--- src/rtl/tdp_pkg.sv ---
package tdp_pkg;

    localparam int TDP_CNT_W  = 16;
    localparam int TDP_PRE_W  = 3;
    localparam int TDP_NTRIG  = 2;
    localparam int TDP_NCH    = 2;

    typedef enum logic {
        SEQ_IDLE = 1'b0,
        SEQ_RUN  = 1'b1
    } seq_state_e;

    // width of a divider counter able to reach 2^(2^pw - 1) - 1
    function automatic int div_cnt_w(int pw);
        return (1 << pw) - 1;
    endfunction

    function automatic int sel_w(int n);
        return (n > 1) ? $clog2(n) : 1;
    endfunction

endpackage

--- src/rtl/tdp_edge.sv ---
module tdp_edge #(
    parameter int N_TRIG = tdp_pkg::TDP_NTRIG,
    localparam int SEL_W = tdp_pkg::sel_w(N_TRIG)
) (
    input  logic              clk,
    input  logic              rst,
    input  logic [N_TRIG-1:0] trig_in,
    input  logic [SEL_W-1:0]  sel,
    output logic              level,
    output logic              rise
);
    logic prev_q;

    assign level = trig_in[sel];
    assign rise  = level & ~prev_q;

    // resets high so a line already high at reset release is not an edge
    always_ff @(posedge clk) begin
        if (rst) prev_q <= 1'b1;
        else     prev_q <= level;
    end
endmodule

--- src/rtl/tdp_sequencer.sv ---
module tdp_sequencer
    import tdp_pkg::*;
#(
    parameter int CNT_W = TDP_CNT_W,
    parameter int PRE_W = TDP_PRE_W,
    localparam int PCW  = div_cnt_w(PRE_W)
) (
    input  logic             clk,
    input  logic             rst,
    input  logic             rise,
    input  logic             bypass,
    input  logic             continuous,
    input  logic [PRE_W-1:0] prescale,
    input  logic [CNT_W-1:0] modulus,
    output logic             busy,
    output logic             step,
    output logic [CNT_W-1:0] cnt,
    output logic             seq_err
);
    localparam logic [PCW-1:0] ALL1 = '1;

    seq_state_e       st_q;
    logic [PCW-1:0]   pre_q;
    logic [PCW-1:0]   pre_last;
    logic [CNT_W-1:0] cnt_q;
    logic             err_q;
    logic             wrap_tick;

    assign pre_last  = ALL1 >> (PCW - int'(prescale));
    assign wrap_tick = (pre_q == pre_last);
    assign busy      = (st_q == SEQ_RUN);
    assign step      = busy && (pre_q == '0);
    assign cnt       = cnt_q;
    assign seq_err   = err_q;

    always_ff @(posedge clk) begin
        if (rst) begin
            st_q  <= SEQ_IDLE;
            pre_q <= '0;
            cnt_q <= '0;
            err_q <= 1'b0;
        end else begin
            err_q <= busy && rise && !bypass;
            case (st_q)
                SEQ_IDLE: begin
                    pre_q <= '0;
                    cnt_q <= '0;
                    if (rise && !bypass) st_q <= SEQ_RUN;
                end
                SEQ_RUN: begin
                    pre_q <= wrap_tick ? '0 : pre_q + 1'b1;
                    if (wrap_tick) begin
                        if (cnt_q == modulus) begin
                            cnt_q <= '0;
                            if (!continuous) st_q <= SEQ_IDLE;
                        end else begin
                            cnt_q <= cnt_q + 1'b1;
                        end
                    end
                end
                default: st_q <= SEQ_IDLE;
            endcase
        end
    end
endmodule

--- src/rtl/tdp_channel.sv ---
module tdp_channel #(
    parameter int CNT_W = tdp_pkg::TDP_CNT_W
) (
    input  logic             clk,
    input  logic             rst,
    input  logic             step,
    input  logic [CNT_W-1:0] cnt,
    input  logic [CNT_W-1:0] delay,
    input  logic             en,
    output logic             fire,
    output logic             pulse_q
);
    assign fire = step && en && (cnt == delay);

    always_ff @(posedge clk) begin
        if (rst) pulse_q <= 1'b0;
        else     pulse_q <= fire;
    end
endmodule

--- src/rtl/trig_delay_pulse.sv ---
module trig_delay_pulse
    import tdp_pkg::*;
#(
    parameter int CNT_W  = TDP_CNT_W,
    parameter int PRE_W  = TDP_PRE_W,
    parameter int N_TRIG = TDP_NTRIG,
    localparam int SEL_W = sel_w(N_TRIG),
    localparam int NCH   = TDP_NCH
) (
    input  logic              clk,
    input  logic              rst,
    input  logic [N_TRIG-1:0] trig_in,
    input  logic [SEL_W-1:0]  cfg_trig_sel,
    input  logic [PRE_W-1:0]  cfg_prescale,
    input  logic [CNT_W-1:0]  cfg_modulus,
    input  logic [CNT_W-1:0]  cfg_delay0,
    input  logic [CNT_W-1:0]  cfg_delay1,
    input  logic [NCH-1:0]    cfg_ch_en,
    input  logic              cfg_continuous,
    input  logic              cfg_bypass,
    output logic [NCH-1:0]    dly_pulse,
    output logic              pulse_out,
    output logic              busy,
    output logic              seq_err
);
    logic             tsel, rise, step;
    logic [CNT_W-1:0] cnt_q;
    logic [NCH-1:0]   fire, dly_q;
    logic [CNT_W-1:0] delay_v [NCH];
    logic             lvl_q;

    assign delay_v[0] = cfg_delay0;
    assign delay_v[1] = cfg_delay1;

    tdp_edge #(.N_TRIG(N_TRIG)) u_edge (
        .clk(clk), .rst(rst), .trig_in(trig_in), .sel(cfg_trig_sel),
        .level(tsel), .rise(rise)
    );

    tdp_sequencer #(.CNT_W(CNT_W), .PRE_W(PRE_W)) u_seq (
        .clk(clk), .rst(rst), .rise(rise), .bypass(cfg_bypass),
        .continuous(cfg_continuous), .prescale(cfg_prescale),
        .modulus(cfg_modulus), .busy(busy), .step(step), .cnt(cnt_q),
        .seq_err(seq_err)
    );

    for (genvar k = 0; k < NCH; k++) begin : g_ch
        tdp_channel #(.CNT_W(CNT_W)) u_ch (
            .clk(clk), .rst(rst), .step(step), .cnt(cnt_q),
            .delay(delay_v[k]), .en(cfg_ch_en[k]),
            .fire(fire[k]), .pulse_q(dly_q[k])
        );
    end

    // channel 1 (falling edge) wins over channel 0
    always_ff @(posedge clk) begin
        if (rst)          lvl_q <= 1'b0;
        else if (fire[1]) lvl_q <= 1'b0;
        else if (fire[0]) lvl_q <= 1'b1;
    end

    assign dly_pulse = cfg_bypass ? ({NCH{tsel}} & cfg_ch_en) : dly_q;
    assign pulse_out = cfg_bypass ? tsel : lvl_q;
endmodule

--- config.mk ---
export PLATFORM = sky130hd
export DESIGN_NAME = trig_delay_pulse
export DESIGN_NICKNAME = d
export VERILOG_FILES = /design/src/rtl/tdp_pkg.sv /design/src/rtl/tdp_edge.sv /design/src/rtl/tdp_sequencer.sv /design/src/rtl/tdp_channel.sv /design/src/rtl/trig_delay_pulse.sv
export SDC_FILE = /design/constraint.sdc
export NUM_CORES = 1
export LEC_CHECK = 0
export ABC_CLOCK_PERIOD_IN_PS = 3500
export CAP_MARGIN = 20
export CORE_MARGIN = 1
export CORE_UTILIZATION = 45
export DETAILED_ROUTE_END_ITERATION = 8
export DONT_BUFFER_PORTS = 1
export RECOVER_POWER = 100
export SYNTH_ARGS = -nofsm -noshare
export SYNTH_HDL_FRONTEND = slang
export SYNTH_SLANG_ARGS = --single-unit
--- constraint.sdc ---
create_clock -name clk -period 3.5 [get_ports clk]
set_clock_uncertainty 0.05 [all_clocks]
set_input_delay 0.35 -clock clk [delete_from_list [all_inputs] [get_ports clk]]
set_output_delay 0.35 -clock clk [all_outputs]
set_load 0.03 [all_outputs]
## After elaboration in Yosys (flattened, before gate mapping)

Index checks and enable logic that the tools add are counted.

| word-level totals | value |
|---|---|
| flip-flop bits (word level) | 29 |
| bits in latches | 0 |
| bits in writable memories | 0 |
| bits in read-only memories | 0 |
| bits of input ports | 60 |
| output and inout port bits | 5 |
| logic and storage cells | 47 |
| memories kept | 0 |

| cells by class | value |
|---|---|
| add/sub/neg operators | 3 |
| multiply operators | 0 |
| div/mod/pow operators | 0 |
| order comparisons | 1 |
| equal/unequal tests | 5 |
| shift-type cells | 1 |
| muxes and demuxes | 14 |
| bitwise logic cells | 4 |
| reductions and logical operators | 11 |

Operators by type and width:

| kind | number |
|---|---|
| equality test 16 bit | 3 |
| 2-to-1 mux 16 bit | 2 |
| case mux 16 bit (2 select lines) | 1 |
| >> shifter 7 x 32 -> 7 bit (first input constant) | 1 |
| adder 16 x 1 -> 16 bit (second input constant) | 1 |
| case mux 7 bit (2 select lines) | 1 |
| logical AND 1 bit | 8 |
| adder 7 x 1 -> 7 bit (second input constant) | 1 |
| equality test 7 bit | 1 |
| zero test 7 bit | 1 |
| 2-to-1 mux 1 bit | 7 |
| 2-to-1 mux 7 bit | 1 |
| subtractor 3 x 3 -> 4 bit (first input constant) | 1 |
| AND 2 bit | 1 |
| less-than comparator 1 x 2 -> 1 bit (second input constant) | 1 |
| 2-to-1 mux 2 bit | 1 |
| != test 2 bit (second input constant) | 1 |
| inverter 1 bit | 2 |
| case mux 1 bit (2 select lines) | 1 |
| OR reduction 2 bit | 1 |
| AND 1 bit | 1 |
| zero test 1 bit | 1 |

## Depth between registers and ports, before layout

Gate-level depths: netlist (run 1).

| logic depth | value |
|---|---|
| word-level depth | 6 |
| depth in mapped cells | 7 |

## Cells and area by module

From an unflattened synthesis (run 1), not the netlist that was laid out.

| unflattened totals | value |
|---|---|
| cell total of the unflattened synthesis | 260 |
| area, all modules | 2,234.6 um^2 |

Modules (own cells, without submodules):

| module | times used | cells each | area an instance (um^2) |
|---|---|---|---|
| tdp_sequencer | 1 | 189 | 1,606.5 |
| tdp_channel | 2 | 28 | 256.5 |
| trig_delay_pulse | 1 | 10 | 71.3 |
| tdp_edge | 1 | 5 | 43.8 |

## Least setup slack after synthesis (run 1)

No wires, ideal clock.

| path | value |
|---|---|
| kind | input to register |
| start | in cfg_prescale[2] |
| end | reg u_seq.cnt_q[0], in the netlist u_seq.cnt[0] |
| data arrival time | 1.734 ns |
| required time | 3.379 ns |
| slack | 1.645 ns |
| stages | 7 |
| path buffers | 2 |
| path through | buf_4 > inv_2 > a2111oi_2 > o32ai_2 > nor3b_2 > buf_4 > o2bb2ai_1 |

| on the way | value |
|---|---|
| word-level cells in the longest chain between the ends | 4 |

RTL lines:

| what | RTL line | RTL |
|---|---|---|
| start: declaration | trig_delay_pulse.sv:14 | `input logic [PRE_W-1:0] cfg_prescale,` |
| subtractor 3 x 3 -> 4 bit | tdp_sequencer.sv:29 | `assign pre_last = ALL1 >> (PCW - int'(prescale));` |
| >> shifter 7 x 32 -> 7 bit | tdp_sequencer.sv:29 |  |
| equality test 7 bit | tdp_sequencer.sv:30 | `assign wrap_tick = (pre_q == pre_last);` |
| != test 2 bit (no source line) | -- |  |
| end signal: assignment | tdp_sequencer.sv:57 | `cnt_q <= cnt_q + 1'b1;` |
| end: declaration | tdp_sequencer.sv:25 | `logic [CNT_W-1:0] cnt_q;` |

No other way between the ends.
A chain may end at the register's enable or synchronous reset.

## Worst setup path after layout (run 1)

| path | value |
|---|---|
| start | reg u_seq.pre_q[1] |
| end | reg u_seq.cnt_q[4], in the netlist u_seq.cnt[4] |

| on the way | value |
|---|---|
| word-level cells in the longest chain between the ends | 2 |

RTL lines:

| what | RTL line | RTL |
|---|---|---|
| start: declaration | tdp_sequencer.sv:23 | `logic [PCW-1:0] pre_q;` |
| start signal: assignment | tdp_sequencer.sv:51 | `pre_q <= wrap_tick ? '0 : pre_q + 1'b1;` |
| equality test 7 bit | tdp_sequencer.sv:30 |  |
| != test 2 bit (no source line) | -- |  |

No other way between the ends.

==> run_results.csv, run 1 <==
group,metric,value,unit
place,place_area,0.002230,mm²
finish,drive_above_1_share,0.08178,
sta,min_period,2.657,ns
place,place_ws,1.097,ns
cts,clockBufferDepth,2,
routing,post_drt_wl_per_cell,16.79,µm
setup_path,worst_ep_arrival_time,2.83,ns
job,max_cap_violations,0,
setup_path,crit_type,"flip-flop to flip-flop",
place,place_congestion,0.8825,
setup_path,cp.required,3.67,ns
floorplanning,dieArea,0.005206,mm²
floorplanning,row_count,25,
sta,period_share,0.7593,
sta,rsz0062_at_grt,"false",
routing,via_count,1949,
setup_path,worst_r2r_endpoint,"u_seq.cnt[4]$_SDFFE_PP0P_",
setup_path,reg2regPathDepth,7,
cts,postCtsHoldBufs,0,
cts,cts-buffers-inserted,5,
floorplanning,initial_utilization,0.4689,
yosys,async_flop_share,0,
routing,via_per_inst,5.801,
yosys,yosys.cell_types.count,44,
cts,htreeDepth,2,
finish,fillers,485,
grt,grt_pass1_vias,1713,
cts,ctsResizeCount,0,
min_path,hold_depth,1,
yosys,synthTopCellsByArea,"dfxtp_1 (26%), xor2_1 (11%), xnor2_1 (9.5%)",
yosys,synth_top_area_cell,"dfxtp_1",
place,io_buffers,0,
sta,timing.final.ws_setup,0.8426,ns
cts,cts_sinks,29,
cts,clock_latency,0.29,ns
cts,post_cts_buffers,0,
finish,syn_to_final_growth,3.898,%
yosys,avgSynthCellArea,7.881,µm²
yosys,synth_seq_cells,29,
setup_path,start_kind,"flip-flop",
sta,tns,0,ns
routing,antenna_left,0,
power_and_ir_drop,peakVddDrop,118.3,µV
setup_path,crit_fanout,18,
grt,antenna_found_initial,0,
grt,grt_max_degree,24,
floorplanning,die_y,72.15,µm
power_and_ir_drop,p_per_area,291.0,mW/mm²
yosys,synth.yosys.seq_area_share,0.2621,
finish,diodes,0,
yosys,syn_nets,344,
floorplanning,ios,65,
sta,worstMarginPinSlew,0.9480,ns
sta,fmax,376.3,MHz
min_path,min_to,"g_ch[1].u_ch.pulse_q$_SDFF_PP0_",
grt,grt_pass1_wl,8.618,mm
finish,fin_nets,331,
routing,drt_iter0_drc,140,
grt,grt_use_total,0.2212,
routing,drtPass1Iterations,4,
min_path,min_from,"rst",
sta,slew_headroom,0.3680,
cts,clk_pin_slew,0.07,ns
sta,setup_viol,0,
setup_path,rr_startpoint,"u_seq.pre_q[1]$_SDFF_PP0_",
yosys,ys_warn_count,0,
finish,fin_util,0.4872,
setup_path,endpoint_kind,"flip-flop",
routing,drc_errors,0,
cts,cts_root_buf,"clkbuf_8",
grt,grt_overflow,0,
place,hpwlAfterDp,4.166,mm
cts,cts_tree,"done",
yosys,synth_area,0.002215,mm²
yosys,synth_edf_count,0,
yosys,synth_ff_type,"dfxtp_1",
finish,mostFrequentLayoutCells,"xor2_1 (29), dfxtp_1 (29), nand2_1 (27), xnor2_1 (24), nor3_1 (24)",
finish,fin_area,0.002301,mm²
setup_path,r2r_setup_slack,0.84,ns
floorplanning,core_area,0.004723,mm²
yosys,synthCells,281,
sta,hold_viol,0,
power_and_ir_drop,leakagePower,0.7111,nW
yosys,synth_top_area_frac,0.2621,
min_path,hp-class,"primary input to flip-flop",
sta,finalMaxSlewViolations,0,
outcome,status,"complete, no violations",
floorplanning,die_w,72.15,µm
routing,wl,5.641,mm
-- critical path: stages, from the launching register on --
cell	delay [ns]
dfxtp_1	0.44
inv_1	0.09
a2111oi_0	0.39
o21ai_1	0.12
clkbuf_1	0.35
nor3b_2	0.59
clkbuf_1	0.41
o2bb2ai_1	0.16
-- state kept, by name, summed over array words and instances, names as in the netlist --
register and flops:
lvl_q 1, u_seq.seq_err 1, u_seq.cnt 16, u_seq.busy 1, g_ch.u_ch.pulse_q 2, u_edge.prev_q 1
u_seq.pre_q 7
-- through the flow --
step,power [mW],hold WS [ns],std cells
floorplan,0.3930,0.3515,281
global placement,0.3999,0.3583,328
detailed placement,0.3999,0.3663,328
CTS,0.6776,0.06410,336
global route,0.6967,0.05616,336
finish,0.6697,0.07173,336
-- worst max path at each step --
| stage | start | endpoint | slack, ns |
|---|---|---|---|
| 3_3_place_gp | u_seq.cnt[2]$_SDFFE_PP0P_ | u_seq.cnt[2]$_SDFFE_PP0P_ | 1.09 |
| 6_report | u_seq.pre_q[1]$_SDFF_PP0_ | u_seq.cnt[4]$_SDFFE_PP0P_ | 0.84 |
| 2_1_floorplan | cfg_prescale[2] | u_seq.cnt[0]$_SDFFE_PP0P_ | 1.64 |
| 3_5_place_dp | u_seq.cnt[0]$_SDFFE_PP0P_ | u_seq.cnt[2]$_SDFFE_PP0P_ | 1.10 |
| 4_1_cts | u_seq.cnt[0]$_SDFFE_PP0P_ | u_seq.cnt[2]$_SDFFE_PP0P_ | 1.08 |
| 5_1_grt | u_seq.pre_q[1]$_SDFF_PP0_ | u_seq.cnt[11]$_SDFFE_PP0P_ | 0.58 |
-- cell usage after synthesis (2+ instances only) --
library cell / number
nand3_1: 13
nor2b_1: 2
or3_1: 2
nand2_1: 27
nor3_1: 24
a211oi_1: 15
or2_2: 2
xnor2_1: 24
nor4_1: 8
xor2_1: 29
a21oi_1: 5
o22ai_1: 2
buf_4: 2
ha_1: 3
o21ai_0: 2
o2bb2ai_1: 14
nand2b_1: 2
inv_1: 7
nand4_1: 10
nor2_1: 12
dfxtp_1: 29
clkbuf_1: 13
buf_2: 13
-- cell families (layout without fill, tap and decap cells) --
family / after synthesis / after routing / share of synthesized area
XOR/XNOR: 53 / 53 / 0.2096
AO/OA/AOI/OAI: 47 / 47 / 0.1706
flip-flops: 29 / 29 / 0.2621
buffers and inverters: 36 / 24 / 0.07175
adder cells (fa/ha/maj): 3 / 3 / 0.01695
multiplexers: 1 / 1 / 0.004520
AND/OR/NAND/NOR: 112 / 112 / 0.2644
-- final cells by class --
cell class / instances / area, µm² / share of cell area
clock inverters: 3 / 17.52 / 0.007613
multi-input cells: 216 / 1471 / 0.6395
repair buffers: 8 / 48.80 / 0.02121
clock buffers: 5 / 68.82 / 0.02991
well taps: 67 / 83.83 / 0.03643
inverters: 8 / 30.03 / 0.01305
flip-flops and latches: 29 / 580.6 / 0.2523
-- report_power, final --
part           switching [mW]  total, mW  internal [mW]  leakage [nW]
Sequential            0.00268      0.334          0.331         0.234
Combinational          0.0307     0.0572         0.0265         0.433
Clock                   0.141      0.278          0.137        0.0439
-- layer usage --
metal / GRT usage / wire length, µm / up-vias
met5: 0 / 0 / -
met4: 0.08279 / 99 / 0
met3: 0.06389 / 449 / 8
met2: 0.3396 / 2561 / 79
met1: 0.2941 / 2532 / 882
li1: - / - / 980
No activity file was read; power rests on OpenSTA's default activity.
==> inputs of run 2 (changes only) <==
- ABC_CLOCK_PERIOD_IN_PS: 3500 -> 2600
- clock period: 3.5 -> 2.6 ns (I/O delays scaled with it)
==> run 2 against run 1 <==
  * Maximum frequency is 16% higher
  * Combinational power increased by 45%
  * Flip-flop and latch count unchanged
  * Highest routed layer unchanged
  * Critical path depth fell by 1
  * Utilization increased by 2.5 points
  * Sequential share of layout area is 1.2 points lower
  * Critical endpoint is now u_seq.cnt[1]$_SDFFE_PP0P_
  * Total power grew 63%
  * Final cell count increased by 2.7%
  * Critical path type unchanged
  * Worst hold slack worse by 0.044 ns
==> run_results.csv, run 2 (synthesis gave the netlist of run 1 again) <==
group,metric,value,unit
outcome,status,"complete, no violations",
sta,fmax,436.9,MHz
place,place_congestion,0.8413,
power_and_ir_drop,leakagePower,0.7786,nW
min_path,hp-class,"primary input to flip-flop",
routing,post_drt_wl_per_cell,16.77,µm
cts,cts-buffers-inserted,5,
setup_path,reg2regPathDepth,6,
finish,largest_reg_flops,16,
grt,grt_overflow,0,
sta,rsz0062_at_grt,"false",
floorplanning,row_count,25,
place,io_buffers,0,
cts,clock_latency,0.28,ns
grt,met2_usage,0.3614,
sta,slew_headroom,0.3999,
power_and_ir_drop,p_per_area,452.3,mW/mm²
grt,grt_pass1_vias,1787,
sta,worstMarginPinSlew,0.9002,ns
setup_path,start_kind,"flip-flop",
grt,gr-usage-met1,0.2949,
place,place_ws,0.5547,ns
setup_path,rr_startpoint,"u_seq.cnt[0]$_SDFFE_PP0P_",
grt,top_usage_layer,"met2",
floorplanning,core_area,0.004723,mm²
finish,syn_to_final_growth,9.266,%
cts,clk_pin_slew,0.07,ns
finish,fin_nets,340,
floorplanning,die_w,72.15,µm
setup_path,crit_type,"flip-flop to flip-flop",
grt,antenna_found_initial,0,
setup_path,cp.required,2.75,ns
routing,antenna_left,0,
sta,tns,0,ns
grt,gr-usage-met3,0.06250,
sta,min_period,2.289,ns
power_and_ir_drop,p_total,1.094,mW
sta,worst_hold_slack,0.02775,ns
sta,hold_viol,0,
routing,drt_iter0_drc,151,
routing,drc_errors,0,
routing,via_count,2002,
job,max_cap_violations,0,
sta,setup_viol,0,
place,hpwlAfterDp,4.334,mm
setup_path,worstSetupEndpoint,"u_seq.cnt[1]$_SDFFE_PP0P_",
floorplanning,dieArea,0.005206,mm²
setup_path,worst_ep_arrival_time,2.44,ns
grt,grt_pass1_wl,8.901,mm
grt,grt_use_total,0.2244,
sta,period_share,0.8803,
grt,grt_max_degree,23,
cts,cts_sinks,29,
routing,via_per_inst,5.803,
setup_path,crit_fanout,14,
cts,clockBufferDepth,2,
cts,cts_tree,"done",
setup_path,endpoint_kind,"flip-flop",
floorplanning,ios,65,
sta,timing.final.ws_setup,0.3112,ns
setup_path,crit_path_start,"u_seq.cnt[0]$_SDFFE_PP0P_",
floorplanning,initial_utilization,0.4689,
sta,finalMaxSlewViolations,0,
setup_path,r2r_setup_slack,0.31,ns
routing,drtPass1Iterations,4,
setup_path,worst_r2r_endpoint,"u_seq.cnt[1]$_SDFFE_PP0P_",
cts,htreeDepth,2,
routing,wl,5.784,mm
finish,drive_above_1_share,0.1043,
cts,ctsResizeCount,0,
floorplanning,die_y,72.15,µm
finish,diodes,0,
finish,mostFrequentLayoutCells,"xor2_1 (29), dfxtp_1 (29), nand2_1 (27), xnor2_1 (24), nor3_1 (24)",
power_and_ir_drop,peakVddDrop,172.1,µV
cts,cts_root_buf,"clkbuf_8",
[run 2: worst max-delay path, cell delays in order, from the launching register on]
cell	delay, ns
dfxtp_1	0.56
xor2_1	0.19
nor4_1	0.07
nand4_1	0.17
clkbuf_1	0.52
or4b_1	0.50
a21oi_1	0.14
[run 2: worst min-delay path by stage]
stage	startpoint	to	cells past startpoint
3_5_place_dp	rst	g_ch[1].u_ch.pulse_q$_SDFF_PP0_	1
4_1_cts	rst	u_edge.prev_q$_SDFF_PP1_	1
2_1_floorplan	rst	g_ch[1].u_ch.pulse_q$_SDFF_PP0_	1
3_3_place_gp	rst	u_seq.busy$_SDFF_PP0_	1
5_1_grt	rst	u_edge.prev_q$_SDFF_PP1_	1
6_report	rst	u_edge.prev_q$_SDFF_PP1_	1
[run 2: per-stage QoR]
stage / instance area (µm²) / instances / utilization
after global routing: 2420 / 345 / 0.5123
final: 2420 / 345 / 0.5123
after detailed placement: 2282 / 335 / 0.4832
after floorplan: 2215 / 281 / -
after CTS: 2436 / 345 / 0.5158
after global placement: 2282 / 335 / 0.4832
[run 2: power breakdown]
part           switching, mW  leakage, nW  total [mW]  internal (mW)
clock                  0.183       0.0681       0.563          0.381
combinational         0.0445        0.477      0.0832         0.0388
sequential           0.00158        0.234       0.448          0.446
[run 2: routing by layer]
metal	up-vias	part of all wire
li1	996	-
met1	913	0.44
met2	88	0.45
met3	5	0.099
met4	0	0.0062
met5	-	0
[run 2: layout make-up]
class | instances | area [µm²]
fillers | 471 | 2303
multi-input cells | 216 | 1470
flip-flops and latches | 29 | 580.6
repair buffers | 17 | 121.4
well taps | 67 | 83.83
clock buffers | 5 | 68.82
clock inverters | 3 | 65.06
inverters | 8 | 30.03
[run 2: repair_timing]
| item | 4_1_cts | 5_1_grt |
|---|---|---|
| hold buffers | 2 | 0 |
| hold endpoints to repair | 5 | 0 |
| setup buffers | 0 | 0 |
